File: config.mk
export PLATFORM = sky130hd
export DESIGN_NAME = i2c_cond_out
export DESIGN_NICKNAME = d
export VERILOG_FILES = /design/src/rtl/i2c_cond_pkg.sv /design/src/rtl/i2c_cond_regs.sv /design/src/rtl/i2c_cond_fsm.sv /design/src/rtl/i2c_sda_delay.sv /design/src/rtl/i2c_cond_out.sv
export SDC_FILE = /design/constraint.sdc
export NUM_CORES = 1
export LEC_CHECK = 0
export BUFFER_PORTS_ARGS = -buffer_cell sky130_fd_sc_hd__buf_2
export CAP_MARGIN = 40
export CORE_UTILIZATION = 24
export DETAILED_ROUTE_END_ITERATION = 7
export GPL_ROUTABILITY_DRIVEN = 0
export PLACE_DENSITY = 0.5
export SLEW_MARGIN = 20
export SYNTH_ARGS = -nofsm -noshare
export SYNTH_HDL_FRONTEND = slang
export SYNTH_SLANG_ARGS = --single-unit
File: constraint.sdc
create_clock -name clk -period 5.2 [get_ports clk]
set_clock_uncertainty 0.15 [all_clocks]
set_input_delay 0.78 -clock clk [delete_from_list [all_inputs] [get_ports clk]]
set_output_delay 0.78 -clock clk [all_outputs]
set_load 0.005 [all_outputs]
File: src/rtl/i2c_cond_pkg.sv
`timescale 1ns/1ps
package i2c_cond_pkg;

    localparam int NUM_REQ     = 3;
    localparam int REQ_START   = 0;
    localparam int REQ_RESTART = 1;
    localparam int REQ_STOP    = 2;

    localparam int CODE_W      = 3;

    // control register (address 0)
    localparam int BIT_GEN     = 3;
    // mode register (address 1)
    localparam int BIT_ACKV    = 0;
    localparam int BIT_ACKE    = 1;
    localparam int BIT_HOLD    = 2;
    localparam int BIT_DLY_LO  = 4;

    typedef enum logic [3:0] {
        ST_IDLE,
        ST_START_A, ST_START_B,
        ST_RST_A, ST_RST_B, ST_RST_C, ST_RST_D,
        ST_STOP_A, ST_STOP_B, ST_STOP_C, ST_STOP_D
    } cond_state_e;

    typedef struct packed {
        logic [CODE_W-1:0] dly_code;
        logic              scl_hold;
        logic              ack_en;
        logic              ack_val;
    } line_cfg_t;

endpackage

File: src/rtl/i2c_cond_regs.sv
`timescale 1ns/1ps
module i2c_cond_regs
    import i2c_cond_pkg::*;
#(
    parameter int DW = 8
) (
    input  logic               clk,
    input  logic               rst_n,
    input  logic               wr_en,
    input  logic               wr_addr,
    input  logic [DW-1:0]      wr_data,
    input  logic [NUM_REQ-1:0] done_i,
    output logic [NUM_REQ-1:0] req_o,
    output logic               gen_sel_o,
    output line_cfg_t          cfg_o
);

    logic [NUM_REQ-1:0] req_q;
    logic               gen_q;
    line_cfg_t          cfg_q;
    logic               wr_ctrl;
    logic               wr_mode;

    assign wr_ctrl = wr_en && !wr_addr;
    assign wr_mode = wr_en &&  wr_addr;

    always_ff @(posedge clk or negedge rst_n) begin
        if (!rst_n) begin
            req_q <= '0;
            gen_q <= 1'b0;
            cfg_q <= '0;
        end else begin
            req_q <= req_q & ~done_i;
            if (wr_ctrl) begin
                req_q <= wr_data[NUM_REQ-1:0];
                gen_q <= wr_data[BIT_GEN];
            end
            if (wr_mode) begin
                cfg_q.ack_val  <= wr_data[BIT_ACKV];
                cfg_q.ack_en   <= wr_data[BIT_ACKE];
                cfg_q.scl_hold <= wr_data[BIT_HOLD];
                cfg_q.dly_code <= wr_data[BIT_DLY_LO +: CODE_W];
            end
        end
    end

    assign req_o     = req_q;
    assign gen_sel_o = gen_q;
    assign cfg_o     = cfg_q;

    // a finished request is cleared unless software rewrote it
    a_r6_self_clear: assert property (@(posedge clk) disable iff (!rst_n)
        (|done_i) && !wr_ctrl |=> ((req_q & $past(done_i)) == '0));

endmodule

File: src/rtl/i2c_cond_fsm.sv
`timescale 1ns/1ps
module i2c_cond_fsm
    import i2c_cond_pkg::*;
(
    input  logic               clk,
    input  logic               rst_n,
    input  logic               tick,
    input  logic               gen_sel,
    input  logic [NUM_REQ-1:0] req,
    output logic               gen_scl_pull,
    output logic               gen_sda_pull,
    output logic [NUM_REQ-1:0] done
);

    cond_state_e        state_q, state_d;
    logic [NUM_REQ-1:0] serve_q, serve_d;
    logic               park_scl_q, park_sda_q;
    logic               last_phase;

    assign last_phase = (state_q == ST_START_B) || (state_q == ST_RST_D) ||
                        (state_q == ST_STOP_D);
    assign done = (tick && last_phase) ? serve_q : '0;

    // next state
    always_comb begin
        state_d = state_q;
        serve_d = serve_q;
        if (tick) begin
            unique case (state_q)
                ST_IDLE: begin
                    if (gen_sel) begin
                        if (req[REQ_STOP]) begin
                            state_d = ST_STOP_A;
                            serve_d = NUM_REQ'(1) << REQ_STOP;
                        end else if (req[REQ_RESTART]) begin
                            state_d = ST_RST_A;
                            serve_d = NUM_REQ'(1) << REQ_RESTART;
                        end else if (req[REQ_START]) begin
                            state_d = ST_START_A;
                            serve_d = NUM_REQ'(1) << REQ_START;
                        end
                    end
                end
                ST_START_A: state_d = ST_START_B;
                ST_START_B: state_d = ST_IDLE;
                ST_RST_A:   state_d = ST_RST_B;
                ST_RST_B:   state_d = ST_RST_C;
                ST_RST_C:   state_d = ST_RST_D;
                ST_RST_D:   state_d = ST_IDLE;
                ST_STOP_A:  state_d = ST_STOP_B;
                ST_STOP_B:  state_d = ST_STOP_C;
                ST_STOP_C:  state_d = ST_STOP_D;
                ST_STOP_D:  state_d = ST_IDLE;
                default:    state_d = ST_IDLE;
            endcase
        end
    end

    // state register
    always_ff @(posedge clk or negedge rst_n) begin
        if (!rst_n) begin
            state_q    <= ST_IDLE;
            serve_q    <= '0;
            park_scl_q <= 1'b0;
            park_sda_q <= 1'b0;
        end else begin
            state_q <= state_d;
            serve_q <= serve_d;
            if (tick && last_phase) begin
                park_scl_q <= gen_scl_pull;
                park_sda_q <= gen_sda_pull;
            end
        end
    end

    // line levels per state (1 = pull low)
    always_comb begin
        unique case (state_q)
            ST_IDLE:    begin gen_scl_pull = park_scl_q; gen_sda_pull = park_sda_q; end
            ST_START_A: begin gen_scl_pull = 1'b0;       gen_sda_pull = 1'b1;       end
            ST_START_B: begin gen_scl_pull = 1'b1;       gen_sda_pull = 1'b1;       end
            ST_RST_A:   begin gen_scl_pull = 1'b1;       gen_sda_pull = 1'b0;       end
            ST_RST_B:   begin gen_scl_pull = 1'b0;       gen_sda_pull = 1'b0;       end
            ST_RST_C:   begin gen_scl_pull = 1'b0;       gen_sda_pull = 1'b1;       end
            ST_RST_D:   begin gen_scl_pull = 1'b1;       gen_sda_pull = 1'b1;       end
            ST_STOP_A:  begin gen_scl_pull = 1'b1;       gen_sda_pull = park_sda_q; end
            ST_STOP_B:  begin gen_scl_pull = 1'b1;       gen_sda_pull = 1'b1;       end
            ST_STOP_C:  begin gen_scl_pull = 1'b0;       gen_sda_pull = 1'b1;       end
            ST_STOP_D:  begin gen_scl_pull = 1'b0;       gen_sda_pull = 1'b0;       end
            default:    begin gen_scl_pull = 1'b0;       gen_sda_pull = 1'b0;       end
        endcase
    end

    // phases advance only on a prescaler tick
    a_r3_phase_on_tick: assert property (@(posedge clk) disable iff (!rst_n)
        !tick |=> $stable(state_q));

    // nothing is served while generation is deselected
    a_r2_idle_unselected: assert property (@(posedge clk) disable iff (!rst_n)
        (state_q == ST_IDLE) && !gen_sel |=> (state_q == ST_IDLE));

    // stop wins over the other requests
    a_r7_stop_first: assert property (@(posedge clk) disable iff (!rst_n)
        (state_q == ST_IDLE) && tick && gen_sel && req[REQ_STOP] |=> (state_q == ST_STOP_A));

    // at most one request completes at a time
    a_r7_one_done: assert property (@(posedge clk) disable iff (!rst_n)
        $onehot0(done));

    // data moves under a released clock only at a start or stop edge
    a_r11_sda_scl_high: assert property (@(posedge clk) disable iff (!rst_n)
        (gen_sda_pull != $past(gen_sda_pull)) && !gen_scl_pull && !$past(gen_scl_pull)
        |-> (state_q == ST_START_A) || (state_q == ST_RST_C) || (state_q == ST_STOP_D));

endmodule

File: src/rtl/i2c_sda_delay.sv
`timescale 1ns/1ps
module i2c_sda_delay
    import i2c_cond_pkg::*;
#(
    parameter int CW = CODE_W
) (
    input  logic          clk,
    input  logic          rst_n,
    input  logic          tick,
    input  logic [CW-1:0] code,
    input  logic          d_in,
    output logic          d_out
);

    localparam int STAGES = 1 << CW;

    logic [STAGES-1:0] stage_q;

    generate
        if (STAGES > 1) begin : g_chain
            always_ff @(posedge clk or negedge rst_n) begin
                if (!rst_n)    stage_q <= '0;
                else if (tick) stage_q <= {stage_q[STAGES-2:0], d_in};
            end
        end else begin : g_single
            always_ff @(posedge clk or negedge rst_n) begin
                if (!rst_n)    stage_q <= '0;
                else if (tick) stage_q <= d_in;
            end
        end
    endgenerate

    assign d_out = (code == '0) ? d_in : stage_q[code];

    // the delay line advances only on prescaler ticks
    a_r10_shift_on_tick: assert property (@(posedge clk) disable iff (!rst_n)
        !tick |=> $stable(stage_q));

endmodule

File: src/rtl/i2c_cond_out.sv
`timescale 1ns/1ps
module i2c_cond_out
    import i2c_cond_pkg::*;
#(
    parameter int DW = 8
) (
    input  logic               clk,
    input  logic               rst_n,
    input  logic               reg_we,
    input  logic               reg_addr,
    input  logic [DW-1:0]      reg_wdata,
    input  logic               brg_tick,
    input  logic               ser_scl_in,
    input  logic               ser_sda_in,
    output logic               scl_pull,
    output logic               sda_pull,
    output logic [NUM_REQ-1:0] req_pending
);

    logic [NUM_REQ-1:0] req;
    logic [NUM_REQ-1:0] done;
    logic               gen_sel;
    line_cfg_t          cfg;
    logic               gen_scl_pull, gen_sda_pull;
    logic               data_pull, data_pull_dly;

    i2c_cond_regs #(.DW(DW)) u_regs (
        .clk       (clk),
        .rst_n     (rst_n),
        .wr_en     (reg_we),
        .wr_addr   (reg_addr),
        .wr_data   (reg_wdata),
        .done_i    (done),
        .req_o     (req),
        .gen_sel_o (gen_sel),
        .cfg_o     (cfg)
    );

    i2c_cond_fsm u_fsm (
        .clk          (clk),
        .rst_n        (rst_n),
        .tick         (brg_tick),
        .gen_sel      (gen_sel),
        .req          (req),
        .gen_scl_pull (gen_scl_pull),
        .gen_sda_pull (gen_sda_pull),
        .done         (done)
    );

    assign data_pull = cfg.ack_en ? !cfg.ack_val : !ser_sda_in;

    i2c_sda_delay #(.CW(CODE_W)) u_dly (
        .clk   (clk),
        .rst_n (rst_n),
        .tick  (brg_tick),
        .code  (cfg.dly_code),
        .d_in  (data_pull),
        .d_out (data_pull_dly)
    );

    assign sda_pull    = gen_sel ? gen_sda_pull : data_pull_dly;
    assign scl_pull    = cfg.scl_hold || (gen_sel ? gen_scl_pull : !ser_scl_in);
    assign req_pending = req;

endmodule

==> parameters.txt <==
Parameter                              Value

Power and ir drop
  Overall power    0.000698 W
  Switching Fraction    33.4%
  Pleak    0.628 nW
  Power share of the clock group    16.9%
  Internal power    0.000465 W
  Portion of total power attributed to combinational logic    32.3%
  Power per cell area    474 mW/mm²
  IR Drop Worst-Case VDD    0.138 mV
  Reg power frac    50.8%
  Net switching component of the power    0.000233 W

Clocking
  TritonCTS Buffers    3
  # H-tree levels    1
  Number of buffers inserted for hold repair after clock tree synthesis    0
  Post CTS Setup Buffer Count    0
  Root buffer cell    sky130_fd_sc_hd__clkbuf_8
  Post-cts repair resize count    0
  Latest clock arrival within the worst-skew pair    0.27 ns
  Clock Sink Count    27
  Clock tree from TritonCTS    yes
  Clock slew seen by the registers of the worst setup and hold paths    0.09 ns
  Clock tree buffer depth    2

Synthesis
  Library cell occupying the most area in the post-synthesis netlist    sky130_fd_sc_hd__dfrtp_1
  Sequential-to-total area share from yosys stat    53.5%
  Share of Yosys cell area claimed by the top area cell type    53.5%
  Simple-gate share of the synthesized area    8.13%
  Proportion of register bits with asynchronous set or reset after synthesis    100%
  Register bit total from synthesis    27
  Average cell area after synthesis    12.6 µm²
  Multiplexer area fraction after synthesis    24.0%
  Post-synthesis cell area    0.00126 mm²
  Synthesized instance count    100
  Count of warnings emitted by yosys    0
  Post-synth top cells    27 x sky130_fd_sc_hd__dfrtp_1, 22 x sky130_fd_sc_hd__mux2_2, 5 x sky130_fd_sc_hd__nand2_1, 5 x sky130_fd_sc_hd__nor2_1
  Adder and majority gate portion of the synthesized area    0%
  Compound-cell area share of the yosys netlist    12.5%
  Top FF cell, synth    sky130_fd_sc_hd__dfrtp_1
  EDFF count, synth    0
  Cell variety after synth    28
  Ranking of synthesized cells by area    sky130_fd_sc_hd__dfrtp_1 54%, sky130_fd_sc_hd__mux2_2 20%, sky130_fd_sc_hd__mux4_2 3.6%, sky130_fd_sc_hd__a21boi_0 1.8%, sky130_fd_sc_hd__a21oi_1 1.6%
  Synthesized Nets    115
  Area share of xor/xnor cells in the synthesized design    0%
  Most frequently used cell type in the post-synthesis netlist    sky130_fd_sc_hd__dfrtp_1
  Combinational family with the most area after synthesis    multiplexers

Critical path
  Largest stage delay on the critical path    0.46 ns
  Arrival time reported for the critical path endpoint    2.04 ns
  First element of the critical path    ser_sda_in
  Worst path buffer plus inverter count    2
  Length in cells of the worst reg-to-reg path    4
  Critical path required time    4.27 ns
  Worst path top cell family by delay    multiplexers
  Capture instance of the worst register-to-register path    u_regs.req_o[1]$_DFF_PN0_
  Endpoint of the most critical setup path    sda_pull
  Endpoint kind of the worst setup timing path    primary output
  Crit. path cell count    6
  Master of the slowest instance on the critical path    sky130_fd_sc_hd__mux4_2
  Register-to-Register Setup Slack    3.32 ns
  Cell Chain, Critical Path    buf_2 -> mux2i_1 -> mux4_2 -> mux2_2 -> mux2_2 -> buf_2
  FF-to-FF Start    u_fsm.state_q[1]$_DFFE_PN0P_
  Kind of start point of the critical path    primary input
  Critical-path maximum fanout    2
  Startpoint-to-endpoint class of the critical path    in2out

Place
  Placed Cells incl. Taps    185
  Post-detailed-placement half-perimeter wirelength    1.91 mm
  Count of input and output buffers    18
  Cell area reported after detailed placement    0.00143 mm²

Layout
  Ant. Diodes    0
  Synthesis-to-layout area growth    16.6%
  Final design area excluding fillers    0.00147 mm²
  Number of standard cells in the final layout excluding fillers    189
  Final core utilization    29.0%
  Count of nets after finishing    135
  Share of post-route cells with drive strength above 1    40.3%

Routing
  Detailed router's first-iteration violation count    31
  Number of search-and-repair iterations in the first detailed-routing pass    4
  Drt wl/cell    13.4 µm
  Wire length reported by the detailed router    2.53 mm
  Post-detailed-route count of antenna-violating nets    0
  DR DRC count    0
  Count of vias placed by the detailed router    875
  Vias per std cell    4.63

Global routing
  Vias in the first global route    925
  Overall fraction of global-route tracks in use    10.7%
  Pin count of the biggest net entering global routing    28
  GRT Residual Overflow    0
  First-pass GRT wire length    4.42 mm
  Antenna violations before repair    0

Floorplan
  Core area    0.00507 mm²
  Number of standard-cell rows in the floorplan    26
  Starting density of the core    24.9%
  Die span in y    74.5 µm
  Number of primary I/O pins    20
  Die width    74.5 µm
  Die ar.    0.00555 mm²

Timing
  Total negative slack for setup checks    0 ns
  Actual transition at the worst max-transition pin    0.597 ns
  Final cycle utilization of the critical path    57.2%
  Final Hold Fails    0
  Slew Limit Fails    0
  Final Setup Violations    0
  Maximum clock frequency    0.336 GHz
  Relative slew slack    60.2%
  Setup repair after global routing missed its margin    false
  Minimum period implied by the final worst setup slack    2.97 ns

Flow run
  Max capacitance violation total    0

Status
  Status    completed

Worst hold path
  Type of the tightest min-delay check    in2async
==> power groups by stage <==
stage | sequential (W) | combinational (W) | clock [W]
floorplan | 0.000329 | 0.000179 | 0
global placement | 0.000350 | 0.000216 | 0
detailed placement | 0.000357 | 0.000227 | 0
CTS | 0.000352 | 0.000227 | 0.000122
global route | 0.000365 | 0.000250 | 0.000130
finish | 0.000355 | 0.000226 | 0.000118
==> state kept, by name (all words and copies together) (netlist names) <==
register and count:
u_dly.stage_q 8, u_regs.cfg_o 6, u_fsm.state_q 4, u_fsm.serve_q 3
u_regs.req_o 3, u_fsm.park_scl_q 1, u_fsm.park_sda_q 1, u_regs.gen_sel_o 1
==> metrics by stage <==
step,hold slack [ns],worst slack (ns)
2_1_floorplan,0.311,2.48
3_3_place_gp,0.335,2.22
3_5_place_dp,0.341,2.22
4_1_cts,0.365,2.21
5_1_grt,0.373,2.20
6_report,0.356,2.23
==> kinds of logic after synthesis <==
logic type | after synthesis
AOI/OAI and AO/OA | 23
buffers and inverters | 6
DFF | 27
muxes | 25
and+or+nand+nor | 19
==> layout by cell type (no fill, tap or decap) <==
cell type                   instances
sky130_fd_sc_hd__a21boi_0           3
sky130_fd_sc_hd__a21o_1             1
sky130_fd_sc_hd__a21oi_1            4
sky130_fd_sc_hd__a22o_1             2
sky130_fd_sc_hd__a22oi_1            1
sky130_fd_sc_hd__a2bb2oi_1          1
sky130_fd_sc_hd__a31oi_1            1
sky130_fd_sc_hd__a32o_1             1
sky130_fd_sc_hd__and3_1             1
sky130_fd_sc_hd__buf_2             18
sky130_fd_sc_hd__clkbuf_1           1
sky130_fd_sc_hd__clkbuf_8           3
sky130_fd_sc_hd__dfrtp_1           27
sky130_fd_sc_hd__inv_1              3
sky130_fd_sc_hd__mux2_2            22
sky130_fd_sc_hd__mux2i_1            1
sky130_fd_sc_hd__mux4_2             2
sky130_fd_sc_hd__nand2_1            5
sky130_fd_sc_hd__nand2b_1           3
sky130_fd_sc_hd__nand3_1            1
sky130_fd_sc_hd__nor2_1             5
sky130_fd_sc_hd__nor3b_1            1
sky130_fd_sc_hd__nor4b_2            1
sky130_fd_sc_hd__o21ai_0            4
sky130_fd_sc_hd__o221ai_1           1
sky130_fd_sc_hd__o22ai_1            2
sky130_fd_sc_hd__o31ai_1            1
sky130_fd_sc_hd__o32ai_1            1
sky130_fd_sc_hd__or2_2              2
==> per-layer routing <==
| layer | global-route usage [%] | part of all wire, % | up-vias |
|---|---|---|---|
| met2 | 17.9 | 48 | 16 |
| met5 | 0 | 0 | - |
| li1 | - | - | 405 |
| met1 | 13.8 | 47 | 449 |
| met4 | 3.77 | 1.4 | 0 |
| met3 | 1.90 | 3.0 | 5 |
==> worst min-delay path by stage <==
stage / depth (start not counted) / slack [ns] / to / startpoint
final: 1 / 0.36 / u_dly.stage_q[0]$_DFFE_PN0P_ / rst_n
after global routing: 1 / 0.37 / u_fsm.park_scl_q$_DFFE_PN0N_ / u_fsm.park_scl_q$_DFFE_PN0N_
after CTS: 1 / 0.36 / u_fsm.park_scl_q$_DFFE_PN0N_ / u_fsm.park_scl_q$_DFFE_PN0N_
after detailed placement: 1 / 0.34 / u_fsm.serve_q[2]$_DFFE_PN0P_ / u_fsm.serve_q[2]$_DFFE_PN0P_
after global placement: 1 / 0.33 / u_dly.stage_q[1]$_DFFE_PN0P_ / u_dly.stage_q[0]$_DFFE_PN0P_
after floorplan: 1 / 0.31 / u_fsm.serve_q[2]$_DFFE_PN0P_ / u_fsm.serve_q[2]$_DFFE_PN0P_
==> area by class of cell <==
| class | instances | area, µm² |
|---|---|---|
| Inverter | 3 | 11.3 |
| Timing Repair Buffer | 18 | 90.1 |
| Fill cell | 550 | 3600 |
| Tap cell | 70 | 87.6 |
| Clock buffer | 4 | 45.0 |
| Multi-Input combinational cell | 67 | 563 |
| Sequential cell | 27 | 676 |
No activity file was read; power rests on OpenSTA's default activity.
